$ cat config.mk
export PLATFORM = sky130hd
export DESIGN_NAME = idle_wait_unit
export DESIGN_NICKNAME = d
export VERILOG_FILES = /design/src/rtl/idle_wait_pkg.sv /design/src/rtl/idle_line_monitor.sv /design/src/rtl/idle_wake_eval.sv /design/src/rtl/idle_wait_ctrl.sv /design/src/rtl/idle_wait_unit.sv
export SDC_FILE = /design/constraint.sdc
export NUM_CORES = 1
export LEC_CHECK = 0
export ABC_AREA = 1
export BUFFER_PORTS_ARGS = -buffer_cell sky130_fd_sc_hd__buf_2
export CAP_MARGIN = 25
export CORE_MARGIN = 3
export CORE_UTILIZATION = 45
export CTS_BUF_LIST = sky130_fd_sc_hd__clkbuf_8
export DETAILED_ROUTE_END_ITERATION = 8
export PLACE_DENSITY = 0.71
export SLEW_MARGIN = 10
export SYNTH_ARGS = -nofsm -noshare
export SYNTH_HDL_FRONTEND = slang
export SYNTH_HIERARCHICAL = 1
export SYNTH_SLANG_ARGS = --single-unit
$ cat constraint.sdc
create_clock -name clk -period 3.8 [get_ports clk]
set_input_delay 0.19 -clock clk [delete_from_list [all_inputs] [get_ports clk]]
set_output_delay 0.19 -clock clk [all_outputs]
set_load 0.05 [all_outputs]
$ cat src/rtl/idle_wait_pkg.sv
package idle_wait_pkg;

    typedef enum logic [1:0] {
        OP_NONE  = 2'd0,
        OP_ARM   = 2'd1,
        OP_WAIT  = 2'd2,
        OP_PAUSE = 2'd3
    } wait_op_e;

    typedef enum logic [2:0] {
        WR_NONE     = 3'd0,
        WR_IRQ      = 3'd1,
        WR_HIT      = 3'd2,
        WR_DEADLINE = 3'd3,
        WR_LIMIT    = 3'd4,
        WR_NOMON    = 3'd5
    } wake_rsn_e;

    typedef enum logic {
        SUB_DEEP    = 1'b0,
        SUB_SHALLOW = 1'b1
    } idle_sub_e;

    typedef enum logic {
        ST_RUN  = 1'b0,
        ST_IDLE = 1'b1
    } wait_state_e;

    typedef struct packed {
        logic irq;
        logic hit;
        logic deadline;
        logic limit;
    } wake_evt_t;

    function automatic wake_rsn_e pick_reason(input wake_evt_t e);
        if (e.irq)           return WR_IRQ;
        else if (e.hit)      return WR_HIT;
        else if (e.deadline) return WR_DEADLINE;
        else if (e.limit)    return WR_LIMIT;
        else                 return WR_NONE;
    endfunction

    function automatic logic any_event(input wake_evt_t e);
        return e.irq | e.hit | e.deadline | e.limit;
    endfunction

endpackage

$ cat src/rtl/idle_line_monitor.sv
module idle_line_monitor #(
    parameter int ADDR_W     = 48,
    parameter int LINE_BYTES = 64
) (
    input  logic              clk,
    input  logic              rst,
    input  logic              arm_req,
    input  logic [ADDR_W-1:0] arm_addr,
    input  logic              disarm,
    input  logic              snoop_valid,
    input  logic [ADDR_W-1:0] snoop_addr,
    output logic              armed,
    output logic              hit_now,
    output logic              hit_seen
);
    localparam int OFF_W = $clog2(LINE_BYTES);
    localparam int TAG_W = ADDR_W - OFF_W;

    logic [TAG_W-1:0] tag_q;
    logic             armed_q;
    logic             hit_q;
    logic             unused_offsets;

    // byte offsets inside the line never take part in the match
    assign unused_offsets = ^{arm_addr[OFF_W-1:0], snoop_addr[OFF_W-1:0]};

    assign hit_now  = armed_q && snoop_valid && (snoop_addr[ADDR_W-1:OFF_W] == tag_q);
    assign hit_seen = hit_q | hit_now;
    assign armed    = armed_q;

    always_ff @(posedge clk) begin
        if (rst) begin
            armed_q <= 1'b0;
            hit_q   <= 1'b0;
            tag_q   <= '0;
        end else if (arm_req) begin
            armed_q <= 1'b1;
            hit_q   <= 1'b0;
            tag_q   <= arm_addr[ADDR_W-1:OFF_W];
        end else if (disarm) begin
            armed_q <= 1'b0;
            hit_q   <= 1'b0;
        end else if (hit_now) begin
            hit_q   <= 1'b1;
        end
    end
endmodule

$ cat src/rtl/idle_wake_eval.sv
module idle_wake_eval
    import idle_wait_pkg::*;
#(
    parameter int TSC_W = 64,
    parameter int CAP_W = 32
) (
    input  logic [TSC_W-1:0] tsc,
    input  logic [TSC_W-1:0] deadline,
    input  logic [TSC_W-1:0] start_tsc,
    input  logic [CAP_W-1:0] cap,
    input  logic             irq,
    input  logic             hit_now,
    input  logic             use_mon,
    output wake_rsn_e        why,
    output logic             fire
);
    localparam int PAD_W = TSC_W - CAP_W;

    logic [TSC_W-1:0] elapsed;
    logic [TSC_W-1:0] cap_wide;
    wake_evt_t        evt;

    assign elapsed  = tsc - start_tsc;
    assign cap_wide = {{PAD_W{1'b0}}, cap};

    always_comb begin
        evt.irq      = irq;
        evt.hit      = use_mon & hit_now;
        evt.deadline = (tsc >= deadline);
        evt.limit    = (cap != '0) && (elapsed >= cap_wide);
    end

    assign why  = pick_reason(evt);
    assign fire = any_event(evt);
endmodule

$ cat src/rtl/idle_wait_ctrl.sv
module idle_wait_ctrl
    import idle_wait_pkg::*;
#(
    parameter int TSC_W = 64
) (
    input  logic             clk,
    input  logic             rst,
    input  logic             cmd_valid,
    input  wait_op_e         op,
    input  logic [TSC_W-1:0] deadline_in,
    input  logic             hint,
    input  logic [TSC_W-1:0] tsc,
    input  logic             armed,
    input  logic             hit_seen,
    input  logic             fire,
    input  wake_rsn_e        why,
    output logic             arm_req,
    output logic             disarm,
    output logic [TSC_W-1:0] deadline_q,
    output logic [TSC_W-1:0] start_q,
    output logic             use_mon_q,
    output logic             idle,
    output idle_sub_e        substate,
    output logic             done,
    output wake_rsn_e        reason,
    output logic             carry
);
    wait_state_e state_q;
    logic cmd_live, is_wait, is_pause, start_past;
    logic imm_nomon, imm_past, go_idle, wake_now;

    assign cmd_live   = cmd_valid && (state_q == ST_RUN);
    assign arm_req    = cmd_live && (op == OP_ARM);
    assign is_wait    = cmd_live && (op == OP_WAIT);
    assign is_pause   = cmd_live && (op == OP_PAUSE);
    assign start_past = (deadline_in <= tsc);

    assign imm_nomon = is_wait && (!armed || hit_seen);
    assign imm_past  = (is_wait || is_pause) && !imm_nomon && start_past;
    assign go_idle   = (is_wait || is_pause) && !imm_nomon && !start_past;
    assign wake_now  = (state_q == ST_IDLE) && fire;
    assign disarm    = (is_wait && !go_idle) || (wake_now && use_mon_q);

    always_ff @(posedge clk) begin
        if (rst) begin
            state_q    <= ST_RUN;
            deadline_q <= '0;
            start_q    <= '0;
            use_mon_q  <= 1'b0;
            substate   <= SUB_DEEP;
            done       <= 1'b0;
            reason     <= WR_NONE;
            carry      <= 1'b0;
        end else begin
            done <= 1'b0;
            if (imm_nomon) begin
                done   <= 1'b1;
                reason <= WR_NOMON;
                carry  <= 1'b0;
            end else if (imm_past) begin
                done   <= 1'b1;
                reason <= WR_DEADLINE;
                carry  <= 1'b0;
            end else if (go_idle) begin
                state_q    <= ST_IDLE;
                deadline_q <= deadline_in;
                start_q    <= tsc;
                use_mon_q  <= is_wait;
                substate   <= idle_sub_e'(hint);
            end else if (wake_now) begin
                state_q <= ST_RUN;
                done    <= 1'b1;
                reason  <= why;
                carry   <= (why == WR_LIMIT);
            end
        end
    end

    assign idle = (state_q == ST_IDLE);
endmodule

$ cat src/rtl/idle_wait_unit.sv
module idle_wait_unit
    import idle_wait_pkg::*;
#(
    parameter int ADDR_W     = 48,
    parameter int LINE_BYTES = 64,
    parameter int TSC_W      = 64,
    parameter int CAP_W      = 32,
    localparam int HALF_W    = TSC_W / 2
) (
    input  logic              clk,
    input  logic              rst,
    input  logic              cmd_valid,
    input  logic [1:0]        cmd_op,
    input  logic [ADDR_W-1:0] cmd_addr,
    input  logic [HALF_W-1:0] cmd_dl_hi,
    input  logic [HALF_W-1:0] cmd_dl_lo,
    input  logic              cmd_hint,
    input  logic [CAP_W-1:0]  sleep_cap,
    input  logic [TSC_W-1:0]  tsc,
    input  logic              irq,
    input  logic              snoop_valid,
    input  logic [ADDR_W-1:0] snoop_addr,
    output logic              idle,
    output logic              substate,
    output logic              done,
    output logic [2:0]        reason,
    output logic              carry
);
    logic             arm_req, disarm, armed, hit_now, hit_seen;
    logic             use_mon_q, fire;
    logic [TSC_W-1:0] deadline_in, deadline_q, start_q;
    wake_rsn_e        why, reason_e;
    idle_sub_e        sub_e;

    assign deadline_in = {cmd_dl_hi, cmd_dl_lo};

    idle_line_monitor #(.ADDR_W(ADDR_W), .LINE_BYTES(LINE_BYTES)) u_mon (
        .clk(clk), .rst(rst),
        .arm_req(arm_req), .arm_addr(cmd_addr), .disarm(disarm),
        .snoop_valid(snoop_valid), .snoop_addr(snoop_addr),
        .armed(armed), .hit_now(hit_now), .hit_seen(hit_seen)
    );

    idle_wake_eval #(.TSC_W(TSC_W), .CAP_W(CAP_W)) u_eval (
        .tsc(tsc), .deadline(deadline_q), .start_tsc(start_q), .cap(sleep_cap),
        .irq(irq), .hit_now(hit_now), .use_mon(use_mon_q),
        .why(why), .fire(fire)
    );

    idle_wait_ctrl #(.TSC_W(TSC_W)) u_ctrl (
        .clk(clk), .rst(rst),
        .cmd_valid(cmd_valid), .op(wait_op_e'(cmd_op)),
        .deadline_in(deadline_in), .hint(cmd_hint), .tsc(tsc),
        .armed(armed), .hit_seen(hit_seen), .fire(fire), .why(why),
        .arm_req(arm_req), .disarm(disarm),
        .deadline_q(deadline_q), .start_q(start_q), .use_mon_q(use_mon_q),
        .idle(idle), .substate(sub_e), .done(done), .reason(reason_e), .carry(carry)
    );

    assign substate = sub_e;
    assign reason   = reason_e;
endmodule

==> run metrics, run 1 <==
peak fanout along the critical path=4; cells after synthesis=3006; Detailed Route Iter0 Violations=1695; Synth Flop Type=dfxtp_1; die height=206 um; status=finished, final reports clean; drt drc=0; critical path class=register to register; Reg clk slew, reported paths=120 ps; leakage=11.5 nW; max-cap violations=0; clk buf depth=2; Post-Syn Area=18000 um2; share of layout cells above drive strength 1=0.207; drt wl/cell=16.3 um; Die W=206 um; Root Buffer=clkbuf_8; Via density=5.24; vias in the first global route=19900; placed inst area=20800 um2; Synth cell types=44; Least-Margin Pin Slew=1030 ps; post-detail-place hpwl=51.2 mm; Setup Skew=20.8 ps; PD cells=236 nW/um2; CTS H-Tree Depth=4; cell with the most instances on the worst path=nand2_1; drt pass-1 iters=6; cell area after layout=23100 um2; CTS tree=done; endpoints failing setup=0; Die ar.=42500 um2; number of fillers in the final layout=3846; Max VDD drop=0.200 mV; top-count cell post-synth=nand2_1; delay-heaviest family, CP=simple AND/OR/NAND/NOR gates; via count=20900; RSZ-0062 raised after global routing=yes; clock sink count=180; Core Rows=72; Worst Setup End Kind=register; fmax=0.269 GHz; synthesized flop and latch total=180; grt ovf=0; pin count of the biggest net entering global routing=106; sequential share of the synthesized area=0.200; Buffers on Ports=258; CP arrival=4140 ps; worst path bufs/invs=5; Min Clock Period, post-route=3720 ps; initial antenna violation count=13; global-route wire length before repair=99.9 mm; Slew HR=0.313; Synth async-reset ratio=0; io pins=271; clock latency on the worst-skew pair=480 ps; Initial Util=0.462; WP data required=4210 ps; Synth warnings=6; top cell type by total area after synthesis=dfxtp_1; Hold Crit Class=primary input to register; all-layer global routing usage=0.292; Avg Cell Area, Syn=6.00 um2; top cells by area, synth=dfxtp_1, nand2_1, ha_1; core footprint=39100 um2; WL final=65.1 mm; CTS buffer count=17; number of flops mapped to enable cells by yosys=0; crit-path max cell delay=360 ps; post-synth top area share=0.200; Post-Syn Nets=3494; area delta synth->final=27.9%; setup_tns=0 ps; CP Launch Type=register; RD Place Congestion=0.951; slowest CP cell=dfxtp_2; Synth top cells by count=nand2_1, inv_1, a21oi_1; Post-DRT Antenna Nets=0; Hold Vio Cnt, Final=0; fin crit share=0.980; Slew Viols, Final=0; nets@finish=3945
-- metal layers --
metal | up-vias | GRT usage | routed length (um)
met5 | - | 0 | 74
met4 | 12 | 0.0892 | 1810
met3 | 129 | 0.0397 | 4180
met2 | 757 | 0.500 | 30700
met1 | 9537 | 0.383 | 28400
li1 | 10500 | - | -
-- layout make-up --
class	instances	area (um2)	area share
Inverter	597	2240	0.0971
Tap cell	518	648	0.0281
Clock inverter	15	123	0.00531
Sequential cell	180	3630	0.157
Timing Repair Buffer	516	3510	0.152
Antenna cell	8	20.0	0.000867
Multi-Input combinational cell	2145	12700	0.549
Clock buffer	17	234	0.0101
-- per-stage QoR --
stage / hold WS, ps / instances / utilization / power [W] / setup slack [ps]
global placement: 413 / 3851 / 0.532 / 0.00392 / -111
detailed placement: 416 / 3851 / 0.532 / 0.00397 / -196
floorplan: 259 / 3006 / - / 0.00322 / 416
CTS: 0.101 / 3977 / 0.567 / 0.00530 / 8.76
global route: 6.90 / 3994 / 0.590 / 0.00580 / -273
finish: 30.7 / 3996 / 0.591 / 0.00545 / 75.7
-- sequential cells by signal, summed over array words and instances (netlist names) --
| signal | flops |
|---|---|
| u_ctrl/substate | 1 |
| u_mon/armed | 1 |
| u_ctrl/start_q | 64 |
| u_ctrl/reason | 3 |
| u_ctrl/done | 1 |
| u_mon/hit_q | 1 |
| u_ctrl/deadline_q | 64 |
| u_ctrl/carry | 1 |
| u_ctrl/idle | 1 |
| u_ctrl/use_mon_q | 1 |
| u_mon/tag_q | 42 |
-- path summary, 6_finish.rpt --
kind,cells past startpoint,startpoint,to,slack [ps]
worst min-delay path,3,tsc[54],u_ctrl/start_q[54],30
worst max-delay path,30,u_ctrl/start_q[13],u_mon/hit_q,80
worst max register to register,30,u_ctrl/start_q[13],u_mon/hit_q,80
worst min register to register,2,u_ctrl/start_q[19],u_ctrl/start_q[19],460
-- what timing repair did --
action,in CTS,in global routing
hold endpoints to repair,94,0
gates resized for setup,9,189
endpoints found under the setup margin,8,8
buffers inserted,0,10
hold buffers,94,0
pin swaps,0,57
-- tightest hold or removal path, cell delays in order --
cell and delay, ps:
buf_2 150, nand4_1 90, a21oi_1 60
-- logic make-up after synthesis --
kind of cell	share of synthesized area
AND/OR/NAND/NOR	0.359
flip-flops	0.200
XOR/XNOR	0.0194
adder cells (fa/ha/maj)	0.156
buffers and inverters	0.145
AO/OA/AOI/OAI	0.121
-- power by group --
group | switching, W | internal [W] | leakage (nW) | total [W]
Sequential | 0.0000343 | 0.00195 | 1.47 | 0.00198
Clock | 0.000786 | 0.000466 | 0.163 | 0.00125
Combinational | 0.00132 | 0.000894 | 9.83 | 0.00221
Total | 0.00214 | 0.00331 | 11.5 | 0.00545
-- cell usage in the layout, fill, tap and decap left out, drive strengths merged, types with 85 or more instances in the layout --
master | synthesis | layout
nand4 | 180 | 180
nand3 | 85 | 85
dfxtp | 180 | 180
ha | 223 | 223
nor2 | 210 | 210
dlygate4sd3 | 0 | 94
inv | 597 | 603
nand2 | 931 | 931
a21oi | 299 | 299
buf | 35 | 422
Power figures use the tool's default switching activity.
==> run 2, diff against run 1 <==
Settings changed: ABC_AREA 1 to 0, PLACE_DENSITY 0.71 to 0.72, REMOVE_ABC_BUFFERS set to 1.
==> run 2 against run 1 <==
Net effect: the flow now finishes with violations (setup timing); combinational power increased by 2%; final area increased by 3.3%; utilization increased by 5.9 points; non-clock buffer count increased by 316; clock skew increased by 20 ps; first-iteration DRC count decreased by 43%; clock power increased by 11%; register-to-register slack got worse by 1600 ps; global-route usage increased by 1.9 points; synthesized area decreased by 6.9%; critical path type unchanged; critical endpoint is now u_ctrl/reason[0]; highest routed layer unchanged.
==> run metrics, run 2 <==
top cell type by total area after synthesis=dfxtp_1; cells after synthesis=2177; Core Rows=70; clock sink count=180; die height=199 um; top-count cell post-synth=nand2_1; CP Launch Type=register; smallest setup slack after layout=-1490 ps; Top Registers=u_ctrl/deadline_q: 64 flops, u_ctrl/start_q: 64 flops, u_mon/tag_q: 42 flops; Reg clk slew, reported paths=110 ps; post-detail-place hpwl=49.8 mm; io pins=271; Synth async-reset ratio=0; leading cell types in the layout, fill and taps excluded=buf_4, nand2_1, buf_2; Synth top cells by count=nand2_1, inv_1, ha_1; Hold Vio Cnt, Final=0; initial antenna violation count=4; Setup Skew=41.1 ps; post-synth top area share=0.214; failing checks=setup timing; fin cells=3414; drt pass-1 iters=8; Die ar.=39700 um2; global-route wire length before repair=96.6 mm; RSZ-0062 raised after global routing=yes; grt ovf=0; Max VDD drop=0.346 mV; PD cells=236 nW/um2; Synth Flop Type=dfxtp_1; via count=18500; all-layer global routing usage=0.311; max-cap violations=0; RD Place Congestion=0.979; sequential share of the synthesized area=0.214; Slew HR=0.481; core footprint=36700 um2; Root Buffer=clkbuf_8; WP data required=4230 ps; CTS buffer count=17; endpoints failing setup=8; drt wl/cell=18.6 um; number of fillers in the final layout=3042; Min Clock Period, post-route=5290 ps; hold path start=tsc[21]; number of flops mapped to enable cells by yosys=0; nets@finish=3419; fmax=0.189 GHz; Detailed Route Iter0 Violations=970; status=complete, but fails checks; WL final=63.6 mm; placed cell count=3226; pin count of the biggest net entering global routing=131; clock latency on the worst-skew pair=570 ps; CP arrival=5710 ps; Die W=199 um; area delta synth->final=42.0%; CTS H-Tree Depth=4; FF-to-FF path depth=26; WHS Endpoint=u_ctrl/start_q[21]; peak fanout along the critical path=3; Hold Crit Class=primary input to register; setup_tns=-10680 ps; drt drc=0; Slew Viols, Final=0; RR Endpoint=u_ctrl/reason[0]; Synth warnings=6; worst reg2reg setup slack=-1490 ps; Worst Setup End Kind=register; Via density=5.43; CTS tree=done; Post-DRT Antenna Nets=0; Synth cell types=101; Reg-to-Reg Start=u_ctrl/start_q[1]; worst hold stages=4; commonest non-fill, non-tap cell in the layout=buf_4; Final Util=0.650; Least-Margin Pin Slew=760 ps; fin crit share=1.39; critical path class=register to register; synthesized flop and latch total=180; leakage=10.6 nW; clk buf depth=2; vias in the first global route=18400; Avg Cell Area, Syn=7.72 um2; Buffers on Ports=258; share of layout cells above drive strength 1=0.293; Initial Util=0.458; top cells by area, synth=dfxtp_1, ha_1, mux2i_1; Post-Syn Area=16800 um2
run 2: cells by family after synthesis:
family | count (synthesis) | synth area share
buf+inv | 341 | 0.0902
mux | 177 | 0.106
compound gates | 424 | 0.169
fa+ha+maj | 224 | 0.167
flops | 180 | 0.214
xor+xnor | 89 | 0.0468
simple gates | 742 | 0.207
run 2: worst max-delay path by stage:
| stage | slack (ps) | to | from | depth (start not counted) |
|---|---|---|---|---|
| after floorplan | -6280 | u_ctrl/use_mon_q | tsc[59] | 9 |
| after global placement | -1480 | u_ctrl/reason[0] | u_ctrl/start_q[1] | 26 |
| after detailed placement | -1700 | u_ctrl/reason[0] | u_ctrl/start_q[1] | 26 |
| after CTS | -1430 | u_ctrl/reason[0] | u_ctrl/start_q[1] | 26 |
| after global routing | -1700 | u_ctrl/reason[0] | u_ctrl/start_q[1] | 26 |
| final | -1490 | u_ctrl/reason[0] | u_ctrl/start_q[1] | 26 |
run 2: worst max-delay path: stages, from the launching register on:
cell and delay, ps:
dfxtp_2 380, inv_4 50, ha_4 200, nor2b_4 120, o2111a_2 290, or2_4 250, nand3_4 90, nand2_4 70
a31oi_4 190, o21bai_4 90, buf_4 140, a21oi_1 150, xnor2_1 150, ha_1 270, a21oi_1 140, o21ai_0 150
a222oi_1 350, nand3_1 150, a211oi_2 160, nand4_1 90, or4_1 410, o31ai_2 230, buf_4 180, nand3b_1 100
and2_4 180, or3_1 340, o221a_2 240
run 2: area by class of cell:
| class | count | area [um2] | share of cell area |
|---|---|---|---|
| Clock inverter | 14 | 129 | 0.00540 |
| Sequential cell | 180 | 3610 | 0.152 |
| Multi-Input combinational cell | 1656 | 12200 | 0.513 |
| Timing Repair Buffer | 832 | 6120 | 0.257 |
| Antenna cell | 2 | 5.00 | 0.000210 |
| Inverter | 244 | 923 | 0.0387 |
| Tap cell | 468 | 586 | 0.0245 |
| Clock buffer | 18 | 248 | 0.0104 |
run 2: report_power, final:
part	internal, W	switching (W)	total, W	leakage, nW
Combinational	0.00108	0.00118	0.00226	8.94
Sequential	0.00194	0.0000314	0.00197	1.46
Clock	0.000501	0.000889	0.00139	0.200
Total	0.00352	0.00210	0.00562	10.6
run 2: metrics by stage:
stage                     hold WS [ps]  worst slack [ps]  area, um2  power [W]
after floorplan                    262             -6280      16200    0.00308
after global placement             424             -1480      21400    0.00396
after detailed placement           433             -1700      21400    0.00400
after CTS                        0.139             -1430      23500    0.00555
after global routing              33.4             -1700      23900    0.00592
final                             44.8             -1490      23900    0.00562
run 2: what timing repair did:
item / 4_1_cts / 5_1_grt
pin swaps: 33 / 30
setup endpoints to repair: 8 / 8
hold endpoints to repair: 140 / 0
buffers inserted: 7 / 10
hold buffers: 140 / 0
resized for setup: 53 / 64
run 2: metal layers:
layer | vias up | GRT usage | wire (um)
li1 | 9094 | - | -
met1 | 8754 | 0.393 | 27700
met2 | 579 | 0.533 | 30400
met3 | 93 | 0.0637 | 3940
met5 | - | 0 | 13
met4 | 2 | 0.0976 | 1650
==> run 3, diff against run 2 <==
Settings changed: GPL_ROUTABILITY_DRIVEN set to 0, REMOVE_ABC_BUFFERS 1 to unset.
==> run 3 against run 2 <==
Net effect: the run still ends with setup timing left; global-route usage shrank 1.4 points; utilization shrank 2.5 points; power shrank 2.2%; die area is the same.
==> run metrics, run 3 (same netlist as run 2, synthesis figures left out) <==
drt pass-1 iters=8; post-detail-place hpwl=47.9 mm; crit-path max cell delay=440 ps; Die W=199 um; all-layer global routing usage=0.297; clock sink count=180; die height=199 um; drt wl/cell=18.3 um; share of layout cells above drive strength 1=0.273; initial antenna violation count=12; Min Clock Period, post-route=5380 ps; Top Registers=u_ctrl/deadline_q: 64 flops, u_ctrl/start_q: 64 flops, u_mon/tag_q: 42 flops; commonest non-fill, non-tap cell in the layout=nand2_1; leading cell types in the layout, fill and taps excluded=nand2_1, buf_4, buf_2; Hold Crit Class=primary input to register; clock latency on the worst-skew pair=490 ps; Post-Syn Nets=2665; DP Worst Slack=-1630 ps; max-cap violations=0; Slew HR=0.456; placed inst area=21000 um2; CTS tree=done; Max VDD drop=0.217 mV; Buffers on Ports=258; via count=18800; slowest CP cell=or4_4; Hold Vio Cnt, Final=0; grt ovf=0; PD cells=240 nW/um2; CP arrival=5750 ps; nets@finish=3328; crit-path cells=inv_2 -> buf_6 -> fa_2 -> a21oi_4 -> o211ai_4 -> a221oi_4 -> buf_4 -> xnor2_2 -> ha_1 -> nand4_1 -> nor4_1 -> a32oi_1 -> a31oi_2 -> nor4_1 -> o21ai_1 -> nor3_1 -> nand4_1 -> or4_4 -> o31ai_4 -> buf_6 -> nand3b_1 -> and2_4 -> or3_1 -> o221a_2; WL final=61.0 mm; WP data required=4170 ps; io pins=271; failing checks=setup timing; Core Rows=70; area delta synth->final=36.4%; fin crit share=1.42; Setup Skew=27.0 ps; Die ar.=39700 um2; Tot Pwr=0.00550 W; Worst Setup End Kind=register; Least-Margin Pin Slew=804 ps; Via density=5.66; global-route wire length before repair=95.0 mm; fmax=0.186 GHz; leakage=10.1 nW; core footprint=36700 um2; CP Launch Type=register; clk buf depth=2; status=complete, but fails checks; cell area after layout=22900 um2; smallest setup slack after layout=-1580 ps; endpoints failing setup=8; RSZ-0062 raised after global routing=yes; CTS H-Tree Depth=4; Post-DRT Antenna Nets=0; Root Buffer=clkbuf_8; vias in the first global route=18800; CTS buffer count=17; drt drc=0; Reg clk slew, reported paths=120 ps; Detailed Route Iter0 Violations=1677; Initial Util=0.458; critical path class=register to register; peak fanout along the critical path=4; pin count of the biggest net entering global routing=98; Slew Viols, Final=0
==> run 3: power breakdown <==
group / internal (W) / switching (W) / leakage, nW
Sequential: 0.00193 / 0.0000318 / 1.46
Combinational: 0.00101 / 0.00115 / 8.45
Clock: 0.000590 / 0.000778 / 0.199
==> run 3: path summary, 6_finish.rpt <==
| kind | start | end | slack (ps) | cells after the start |
|---|---|---|---|---|
| max | u_ctrl/start_q[1] | u_ctrl/reason[0] | -1580 | 24 |
| min | tsc[60] | u_ctrl/start_q[60] | 30 | 3 |
| max reg2reg | u_ctrl/start_q[1] | u_ctrl/reason[0] | -1580 | 24 |
| min reg2reg | u_ctrl/deadline_q[47] | u_ctrl/deadline_q[47] | 460 | 2 |
==> run 3: critical path, delay by kind of cell (launching register included) <==
kind	cells	cell delay [ps]
AOI/OAI and AO/OA	8	1820
xor gates and xnor gates	1	100
adders and majority gates	2	670
buffers and inverters	4	500
DFF	1	370
and+or+nand+nor	9	1810
==> run 3: per-layer routing <==
layer	global-route usage	up-vias	part of all wire
li1	-	8927	-
met4	0.145	0	0.053
met3	0.0531	228	0.083
met5	0	-	0
met1	0.371	8705	0.41
met2	0.496	984	0.45
==> run 3: layout make-up <==
cell class | count | area, um2
Antenna cell | 12 | 30.0
Clock buffer | 17 | 234
Clock inverter | 14 | 151
Fill cell | 3004 | 13800
Inverter | 244 | 921
Multi-Input combinational cell | 1656 | 12100
Sequential cell | 180 | 3610
Tap cell | 468 | 586
Timing Repair Buffer | 741 | 5300
==> run 3: per-stage QoR <==
stage                     TNS (ps)  hold slack, ps   util  cells
after global placement      -10460             423  0.572   3162
after global routing        -12930            11.3  0.625   3332
after detailed placement    -11880             432  0.572   3162
after floorplan              -4910             269      -   2177
final                       -11270            29.0  0.625   3332
after CTS                   -10490            1.47  0.619   3318
==> run 3: what timing repair did <==
action	CTS	global route
pin swaps	13	13
hold endpoints to repair	112	0
gates resized for setup	31	31
hold buffers	112	0
buffers inserted	14	3
setup endpoints to repair	8	8
